## config.mk

```make
export PLATFORM = sky130hd
export DESIGN_NAME = rx_sos_detect
export DESIGN_NICKNAME = d
export VERILOG_FILES = /design/src/rtl/rxsos_pkg.sv /design/src/rtl/rxsos_window.sv /design/src/rtl/rxsos_classify.sv /design/src/rtl/rxsos_decode.sv /design/src/rtl/rx_sos_detect.sv
export SDC_FILE = /design/constraint.sdc
export NUM_CORES = 1
export LEC_CHECK = 0
export BUFFER_PORTS_ARGS = -buffer_cell sky130_fd_sc_hd__buf_2
export CAP_MARGIN = 5
export CORE_UTILIZATION = 55
export DETAILED_ROUTE_END_ITERATION = 16
export PLACE_DENSITY = 0.74
export REMOVE_ABC_BUFFERS = 1
export SETUP_SLACK_MARGIN = 0.1
export SKIP_LAST_GASP = 1
export SLEW_MARGIN = 20
export SYNTH_ARGS = -nofsm -noshare
export SYNTH_HDL_FRONTEND = slang
export SYNTH_HIERARCHICAL = 1
export SYNTH_SLANG_ARGS = --single-unit
```

## constraint.sdc

```tcl
create_clock -name clk -period 12.9 [get_ports clk]
set_input_delay 0.645 -clock clk [delete_from_list [all_inputs] [get_ports clk]]
set_output_delay 0.645 -clock clk [all_outputs]
set_load 0.02 [all_outputs]
```

## src/rtl/rxsos_pkg.sv

```systemverilog
// Package: shared constants and state type of the start-of-stream detector.
// Assumes 5B code groups and 4-bit receive nibbles.
package rxsos_pkg;
    localparam int SYM_W = 5;
    localparam int NIB_W = 4;
    localparam int WIN_W = 2 * SYM_W;

    typedef enum logic [1:0] {
        ST_IDLE = 2'd0,
        ST_RECV = 2'd1,
        ST_FCAR = 2'd2
    } rx_state_e;

    localparam logic [SYM_W-1:0] CG_IDLE  = 5'b11111;
    localparam logic [SYM_W-1:0] CG_FIRST = 5'b11000;
    localparam logic [SYM_W-1:0] CG_SECND = 5'b10001;
    localparam logic [NIB_W-1:0] NIB_SUBST = 4'h5;
    localparam logic [NIB_W-1:0] NIB_FCAR  = 4'hE;
endpackage

```

## src/rtl/rxsos_window.sv

```systemverilog
// Module: sliding window of the most recent code bits.
// Assumes one valid bit per clock. The earliest bit sits at the MSB.
// Reset loads all ones so the window looks like line idle.
module rxsos_window #(
    parameter int WIN_W = 10
) (
    input  logic             clk,
    input  logic             rst_n,
    input  logic             bit_in,
    output logic [WIN_W-1:0] win
);
    logic primed;

    // Shift the newest bit in at the LSB.
    always_ff @(posedge clk) begin
        if (!rst_n) win <= '1;
        else        win <= {win[WIN_W-2:0], bit_in};
    end

    // Mark that the previous edge was a normal shift edge.
    always_ff @(posedge clk) begin
        if (!rst_n) primed <= 1'b0;
        else        primed <= 1'b1;
    end

    p_shift_in_r1: assert property (@(posedge clk) disable iff (!rst_n)
        primed |-> (win[0] == $past(bit_in)));
    p_shift_age_r1: assert property (@(posedge clk) disable iff (!rst_n)
        primed |-> (win[WIN_W-1:1] == $past(win[WIN_W-2:0])));
endmodule

```

## src/rtl/rxsos_classify.sv

```systemverilog
// Module: pattern flags for the current window.
// Assumes the window layout of rxsos_window. Purely combinational.
module rxsos_classify
    import rxsos_pkg::*;
#(
    parameter int WIN_W = 10
) (
    input  logic [WIN_W-1:0] win,
    output logic             idle_pair,
    output logic             sof_pair,
    output logic             anchor,
    output logic             split_zeros
);
    logic [WIN_W-1:0] run_head;

    // One flag per zero that begins a new run of zeros.
    for (genvar i = 0; i < WIN_W; i++) begin : g_run
        if (i == WIN_W - 1) begin : g_top
            assign run_head[i] = ~win[i];
        end else begin : g_rest
            assign run_head[i] = ~win[i] & win[i+1];
        end
    end

    // Compare against the idle and delimiter pairs and find the decision point.
    always_comb begin
        idle_pair   = (win == {CG_IDLE, CG_IDLE});
        sof_pair    = (win == {CG_FIRST, CG_SECND});
        anchor      = (win[WIN_W-1 -: 3] == 3'b110);
        split_zeros = ($countones(run_head) >= 2);
    end
endmodule

```

## src/rtl/rxsos_decode.sv

```systemverilog
// Module: 5B to 4-bit data decoder.
// Groups outside the sixteen data codes report valid low and nibble zero.
module rxsos_decode
    import rxsos_pkg::*;
(
    input  logic [SYM_W-1:0] code,
    output logic [NIB_W-1:0] nib,
    output logic             valid
);
    // Table lookup of the data code groups.
    always_comb begin
        valid = 1'b1;
        unique case (code)
            5'b11110: nib = 4'h0;
            5'b01001: nib = 4'h1;
            5'b10100: nib = 4'h2;
            5'b10101: nib = 4'h3;
            5'b01010: nib = 4'h4;
            5'b01011: nib = 4'h5;
            5'b01110: nib = 4'h6;
            5'b01111: nib = 4'h7;
            5'b10010: nib = 4'h8;
            5'b10011: nib = 4'h9;
            5'b10110: nib = 4'hA;
            5'b10111: nib = 4'hB;
            5'b11010: nib = 4'hC;
            5'b11011: nib = 4'hD;
            5'b11100: nib = 4'hE;
            5'b11101: nib = 4'hF;
            default: begin
                nib   = 4'h0;
                valid = 1'b0;
            end
        endcase
    end
endmodule

```

## src/rtl/rx_sos_detect.sv

```systemverilog
// Module: 100 Mbit/s receive start-of-stream detector (top).
// Takes one descrambled code bit per clock and finds the /J/K/ delimiter.
// It fixes symbol alignment there and decodes nibbles one symbol behind.
// Bad delimiters are flagged as false carrier, which waits for idle.
// Assumes a synchronous active-low reset and registered outputs.
module rx_sos_detect
    import rxsos_pkg::*;
(
    input  logic             clk,
    input  logic             rst_n,
    input  logic             code_bit,
    input  logic             err_clr,
    output logic             crs,
    output logic             rx_dv,
    output logic             rx_er,
    output logic [NIB_W-1:0] rxd,
    output logic             start_err
);
    localparam int PH_W = $clog2(SYM_W + 1);
    localparam logic [PH_W-1:0] PH_LAST  = PH_W'(SYM_W);
    localparam logic [PH_W-1:0] PH_FIRST = PH_W'(1);

    logic [WIN_W-1:0] win;
    logic             idle_pair, sof_pair, anchor, split_zeros;
    logic [NIB_W-1:0] dec_nib;
    logic             dec_ok;
    rx_state_e        st;
    logic [PH_W-1:0]  ph;
    logic             k_pending;
    logic             fc_enter;

    rxsos_window #(.WIN_W(WIN_W)) u_window (
        .clk    (clk),
        .rst_n  (rst_n),
        .bit_in (code_bit),
        .win    (win)
    );

    rxsos_classify #(.WIN_W(WIN_W)) u_classify (
        .win         (win),
        .idle_pair   (idle_pair),
        .sof_pair    (sof_pair),
        .anchor      (anchor),
        .split_zeros (split_zeros)
    );

    rxsos_decode u_decode (
        .code  (win[WIN_W-1 -: SYM_W]),
        .nib   (dec_nib),
        .valid (dec_ok)
    );

    // Detect the edge at which false carrier starts.
    always_comb begin
        fc_enter = (st == ST_IDLE) && anchor && !sof_pair && split_zeros;
    end

    // Receive state machine with registered outputs.
    always_ff @(posedge clk) begin
        if (!rst_n) begin
            st        <= ST_IDLE;
            ph        <= '0;
            k_pending <= 1'b0;
            crs       <= 1'b0;
            rx_dv     <= 1'b0;
            rx_er     <= 1'b0;
            rxd       <= '0;
        end else begin
            unique case (st)
                ST_IDLE: begin
                    if (anchor && sof_pair) begin
                        st        <= ST_RECV;
                        ph        <= PH_FIRST;
                        k_pending <= 1'b1;
                        crs       <= 1'b1;
                        rx_dv     <= 1'b1;
                        rx_er     <= 1'b0;
                        rxd       <= NIB_SUBST;
                    end else if (fc_enter) begin
                        st    <= ST_FCAR;
                        crs   <= 1'b1;
                        rx_dv <= 1'b0;
                        rx_er <= 1'b1;
                        rxd   <= NIB_FCAR;
                    end
                end
                ST_RECV: begin
                    if (ph == PH_LAST) begin
                        ph <= PH_FIRST;
                        if (idle_pair) begin
                            st    <= ST_IDLE;
                            crs   <= 1'b0;
                            rx_dv <= 1'b0;
                            rx_er <= 1'b0;
                            rxd   <= '0;
                        end else if (k_pending) begin
                            k_pending <= 1'b0;
                            rx_er     <= 1'b0;
                            rxd       <= NIB_SUBST;
                        end else begin
                            rx_er <= !dec_ok;
                            rxd   <= dec_nib;
                        end
                    end else begin
                        ph <= ph + 1'b1;
                    end
                end
                ST_FCAR: begin
                    if (idle_pair) begin
                        st    <= ST_IDLE;
                        crs   <= 1'b0;
                        rx_er <= 1'b0;
                        rxd   <= '0;
                    end
                end
                default: st <= ST_IDLE;
            endcase
        end
    end

    // Sticky bad-delimiter flag; a new event wins over a clear.
    always_ff @(posedge clk) begin
        if (!rst_n)        start_err <= 1'b0;
        else if (fc_enter) start_err <= 1'b1;
        else if (err_clr)  start_err <= 1'b0;
    end

    p_dv_needs_crs_r3: assert property (@(posedge clk) disable iff (!rst_n)
        rx_dv |-> crs);
    p_quiet_no_carrier_r2: assert property (@(posedge clk) disable iff (!rst_n)
        !crs |-> (!rx_dv && !rx_er && rxd == '0));
    p_fc_pattern_r7: assert property (@(posedge clk) disable iff (!rst_n)
        (crs && !rx_dv) |-> (rx_er && rxd == NIB_FCAR));
    p_sticky_hold_r8: assert property (@(posedge clk) disable iff (!rst_n)
        (start_err && !err_clr) |=> start_err);
    p_sticky_on_fc_r8: assert property (@(posedge clk) disable iff (!rst_n)
        (crs && !rx_dv && !$past(crs)) |-> start_err);
    p_nibble_hold_r4: assert property (@(posedge clk) disable iff (!rst_n)
        (st == ST_RECV && $past(st) == ST_RECV && ph != PH_FIRST) |-> $stable(rxd));
    p_fc_until_idle_r9: assert property (@(posedge clk) disable iff (!rst_n)
        (st == ST_FCAR && !idle_pair) |=> (st == ST_FCAR));
endmodule

```

Word-level counts from Yosys, hierarchy flattened:

Cells that the tools add are included.

* output and inout bits: 8
* input port bits: 4
* logic and storage cells: 122
* flip-flop bits (word level): 24

* bitwise operators: 19
* reductions and logical operators: 17
* order comparisons: 1
* equality and inequality tests: 28
* muxes and demuxes: 38
* $add $sub $neg: 10

Operator list (number)
* $add A32 B32 Y32: 4
* $pmux W4 S15: 1
* $eq A5 B5 Y1 const B: 11
* $ge A32 B3 Y1 const B: 1
* $eq A5 B4 Y1 const B: 5
* $mux W4: 6
* $eq A10 B10 Y1 const B: 2
* $mux W1: 18
* $reduce_or A16 Y1: 1
* $pmux W4 S3: 1
* $reduce_and A4 Y1: 3
* $add A1 B1 Y2: 5
* $not A1 Y1: 10
* $and A1 B1 Y1: 9
* $mux W2: 4
* $ne A2 B2 Y1 const B: 4
* $eq A3 B3 Y1 const B: 2
* $mux W3: 2
* $pmux W1 S3: 2
* $pmux W2 S3: 1
* $pmux W3 S2: 1
* $logic_and A1 B1 Y1: 4
* $pmux W1 S2: 2
* $reduce_and A2 Y1: 2
* other kinds (10): 12

Logic depth before layout (Yosys ltp):

* depth after elaboration: 11
* gate-level depth with buffers: 15
* depth with buffers taken out: 15

By module:

Netlist, hierarchy kept.

Modules (own cells, without submodules)
* rx_sos_detect: instances 1, cells each 83, area an instance 813.3 µm², sequential area each 280.3 µm²
* rxsos_classify: instances 1, cells each 37, area an instance 309.0 µm², sequential area each 0.0 µm²
* rxsos_window: instances 1, cells each 20, area an instance 262.8 µm², sequential area each 200.2 µm²
* rxsos_decode: instances 1, cells each 21, area an instance 140.1 µm², sequential area each 0.0 µm²

Worst setup path before layout:

Ideal clock, no wire load.

* path type: reg2reg
* start point: register u_window.win[7]
* end point: register rx_er
* setup slack: 8.714 ns
* stages on the path, launching flop included: 16
* data arrival time: 4.069 ns
* clock period less this slack: 4.186 ns
* setup time: 0.116 ns
* required time: 12.784 ns
* path buffers: 0
* cells stage by stage: dfxtp_1 > and2b_2 > fa_1 > inv_1 > fa_1 > inv_1 > fa_1 > ha_1 > inv_1 > fa_1 > a2111oi_0 > o21ai_0 > o21ai_2 > a21oi_4 > and2_2 > o211a_1

* cells in the longest elaborated chain, start to end: 10
* elaborated cells between the ends (all ways): 43
* those cells by class: add/sub (4); order compare (1); eq/ne (21); mux (6); bitwise (3); reduce/logical (8)

RTL lines
* start: declaration: line rxsos_window.sv:10 `output logic [WIN_W-1:0] win`
* start signal: assignment: line rxsos_window.sv:17 `else win <= {win[WIN_W-2:0], bit_in};`
* $not A1 Y1: line rxsos_classify.sv:21 `assign run_head[i] = ~win[i] & win[i+1];`
* $and A1 B1 Y1: line rxsos_classify.sv:21
* $add A1 B1 Y2 (implied by the code) *: line rxsos_classify.sv:30 `split_zeros = ($countones(run_head) >= 2);`
* $add A32 B32 Y32 (implied by the code) * (3 in series): line rxsos_classify.sv:30
* $ge A32 B3 Y1 *: line rxsos_classify.sv:30
* net split_zeros: line rx_sos_detect.sv:24 `logic idle_pair, sof_pair, anchor, split_zeros;`
* $logic_and A1 B1 Y1 *: line rx_sos_detect.sv:55 `fc_enter = (st == ST_IDLE) && anchor && !sof_pair && split_zeros;`
* $ne A3 B2 Y1 (no source line) *
* $reduce_and A4 Y1 (no source line) *
* end signal: assignment: line rx_sos_detect.sv:101 `rx_er <= !dec_ok;`
* end: declaration: line rx_sos_detect.sv:15 `output logic rx_er,`

Mark *: on every way through the listed nets, which the timed path passes. The rest lies on a longest branch. The select of a mux whose other input is x is not followed.
A chain may end at the register's enable or synchronous reset.

Worst setup path after layout:

* start point: register u_window.win[7]
* end point: register rxd[3]

* cells in the longest elaborated chain, start to end: 10
* elaborated cells between the ends (all ways): 40
* those cells by class: add/sub (4); order compare (1); eq/ne (20); mux (6); bitwise (3); reduce/logical (6)

RTL lines
* $not A1 Y1: line rxsos_classify.sv:21
* $and A1 B1 Y1: line rxsos_classify.sv:21
* $add A1 B1 Y2 (implied by the code) *: line rxsos_classify.sv:30
* $add A32 B32 Y32 (implied by the code) * (3 in series): line rxsos_classify.sv:30
* $ge A32 B3 Y1 *: line rxsos_classify.sv:30
* net split_zeros: line rx_sos_detect.sv:24
* $logic_and A1 B1 Y1 *: line rx_sos_detect.sv:55
* $ne A3 B2 Y1 (no source line) *
* $reduce_and A4 Y1 (no source line) *
* end signal: assignment: line rx_sos_detect.sv:102 `rxd <= dec_nib;`
* end: declaration: line rx_sos_detect.sv:16 `output logic [NIB_W-1:0] rxd,`

Marked as above.

==> results.cfg <==
[timing]
rsz0062_at_grt = false
drv_slew = 0
finalCritPeriodShare_pct = 34.85
max_freq_mhz = 222.4
skew_ns = 0.004527
worst_slack_ns = 8.404
finalSetupViolCount = 0
period_needed_ns = 4.496
max_slew.worst_pin.slew_ns = 0.6100
tns_ns = 0
final_hold_viol_count = 0
relSlewSlack_pct = 59.00

[setup_path]
required_ns = 13.12
timing.rr.end = rxd[3]$_SDFFE_PN0P_
startpoint = u_window/win[7]$_SDFF_PN1_
crit_type = reg2reg
worstPathArrival_ns = 4.71
cp-end-kind = register
endpoint = rxd[3]$_SDFFE_PN0P_
crit_fanout = 12
startpoint_type = register
reg2reg_from = u_window/win[7]$_SDFF_PN1_
r2r_slack_ns = 8.40
reg2reg_depth = 15

[cts]
cts_sinks = 24
path_clk_slew_ns = 0.12
insertion_delay_ns = 0.31
cts_resized = 0
cts_buffers = 3
postCtsSetupRepairBufs = 0
htree_levels = 1
cts_buffer_depth = 2
clockRootBuffer = clkbuf_4
cts_tree = built
ctsHoldBuffers = 0

[detailed_routing]
vias = 1191
routed_via_density = 5.955
wl_met2_mm = 1.346
highest_layer = met4
drcViolationCount = 0
wl_mm = 2.839
met1_length_mm = 1.402
met3WireLength_um = 53
firstDrtPassIters = 5
drtIter0Drc = 13
post_drt_wl_per_cell_um = 14.20
antenna_left = 0

[floorplan]
core_mm2 = 0.002545
start_util_pct = 59.93
ios = 12
die_w_um = 54.66
die_area_mm2 = 0.002988
num_rows = 18
fp.dieH_um = 54.66

[synth]
yosysTopAreaCell = dfxtp_1
yosysMostFrequentCell = dfxtp_1
ys_warn_count = 6
synth_cell_types = 53
synth_edf_count = 0
ys_async_sr_fraction_pct = 0
synth_seq_area_share_pct = 31.50
synth_flop_cell = dfxtp_1
syn_inst = 161
syn_area_mm2 = 0.001525
synthTopCellsByArea = dfxtp_1, fa_1, ha_1
netlist_top_cells_count = dfxtp_1, inv_1, nand2b_1
ys_ff_latch = 24
synth_top_area_share_pct = 31.50
avgSynthCellArea_um2 = 9.473

[global_routing]
overflow = 0
grt_first_pass_wirelength_mm = 4.519
grt_pass1_vias = 1044
antenna_found_initial = 0
grt_usage_pct = 21.11
grt_start_max_net_pins = 20

[finish]
fin_util_pct = 62.93
diodes = 0
finalNetCount = 188
drive_gt1_share_pct = 17.06
area_growth_pct = 5.004
fillers = 233

[outcome]
outcome = finished, final reports clean

[job]
cap_violations = 0

[power]
vdd_drop_max_uv = 78.52
power_density_mw_per_mm2 = 86.70
p_leak_uw = 0.0007491

[place]
portBuffers = 11
pre_cts_ws_ns = 8.414
dpl.hpwl_mm = 2.089
gp_congestion = 0.8135

[worst_hold_path]
hp-class = reg2reg
logic make-up (layout without fill, tap and decap cells):
family	Yosys count	in the layout	share of synthesized area [%]
buf+inv	20	29	6.234
fa+ha+maj	12	12	12.80
simple gates	59	59	23.63
compound gates	40	40	22.23
xor+xnor	4	4	2.297
mux	2	2	1.313
flops	24	24	31.50
through the flow:
| step | hold WS, ns | instance area, µm² | total power (µW) | cells |
|---|---|---|---|---|
| after floorplan | 0.4345 | 1486 | 101.3 | 156 |
| after global placement | 0.4528 | 1579 | 107.5 | 197 |
| after detailed placement | 0.4610 | 1579 | 108.5 | 197 |
| after CTS | 0.4786 | 1602 | 140.3 | 200 |
| after global routing | 0.5023 | 1602 | 145.4 | 200 |
| final | 0.4763 | 1602 | 138.9 | 200 |
critical path, cell delays in order, from the launching register on:
cell	delay, ns
dfxtp_1	0.57
and2b_2	0.28
fa_1	0.49
inv_1	0.05
fa_1	0.47
inv_1	0.06
fa_1	0.54
ha_1	0.16
inv_1	0.06
fa_1	0.36
a2111oi_0	0.36
o21ai_0	0.20
o21ai_2	0.25
a21oi_4	0.12
and2_2	0.23
o211a_1	0.21
how the worst min path moves through the flow:
stage / from / to / cells after the start
3_5_place_dp: start_err$_SDFFE_PN0P_ / start_err$_SDFFE_PN0P_ / 2
4_1_cts: start_err$_SDFFE_PN0P_ / start_err$_SDFFE_PN0P_ / 2
5_1_grt: code_bit / u_window/win[0]$_SDFF_PN1_ / 2
3_3_place_gp: start_err$_SDFFE_PN0P_ / start_err$_SDFFE_PN0P_ / 2
2_1_floorplan: u_window/win[0]$_SDFF_PN1_ / u_window/win[1]$_SDFF_PN1_ / 1
6_report: start_err$_SDFFE_PN0P_ / start_err$_SDFFE_PN0P_ / 2
power by group:
| group | internal [µW] | switching, µW | leakage, µW |
|---|---|---|---|
| logic | 10.7 | 15.6 | 0.000540 |
| registers | 77.9 | 2.59 | 0.000195 |
| clock network | 10.9 | 21.1 | 0.0000138 |
| total | 99.6 | 39.3 | 0.000749 |
layout by cell type (no fill, tap or decap), types with 3 or more instances in the layout:
cell type  instances
nand3_1            3
ha_1               6
and2_1             3
o211a_1            5
nand2_1            9
nor2_1             8
nor2b_1            8
clkbuf_4           3
o2111ai_1          3
buf_2             11
nand2b_1          12
a21oi_1            8
xnor2_1            4
fa_1               6
o21ai_0            3
inv_1             15
dfxtp_1           24
cell type report:
type / instances / area (µm²) / share of cell area [%]
Clock buffer: 3 / 22.52 / 1.406
Inverter: 15 / 56.30 / 3.516
Multi-Input combinational cell: 117 / 949.7 / 59.30
Sequential cell: 24 / 480.5 / 30.00
Tap cell: 30 / 37.54 / 2.344
Timing Repair Buffer: 11 / 55.05 / 3.437
flip-flops by register name, summed over array words and instances, names as in the netlist:
signal / cells
u_window/win: 10
rxd: 4
ph: 3
st: 2
crs: 1
k_pending: 1
rx_dv: 1
rx_er: 1
start_err: 1
layer usage:
layer,global-route usage [%],vias to the layer above
met4,8.974,0
met2,32.73,11
met3,3.611,5
met5,0,-
met1,28.45,588
li1,-,587
Note: power is estimated with default switching activity, not from simulation.
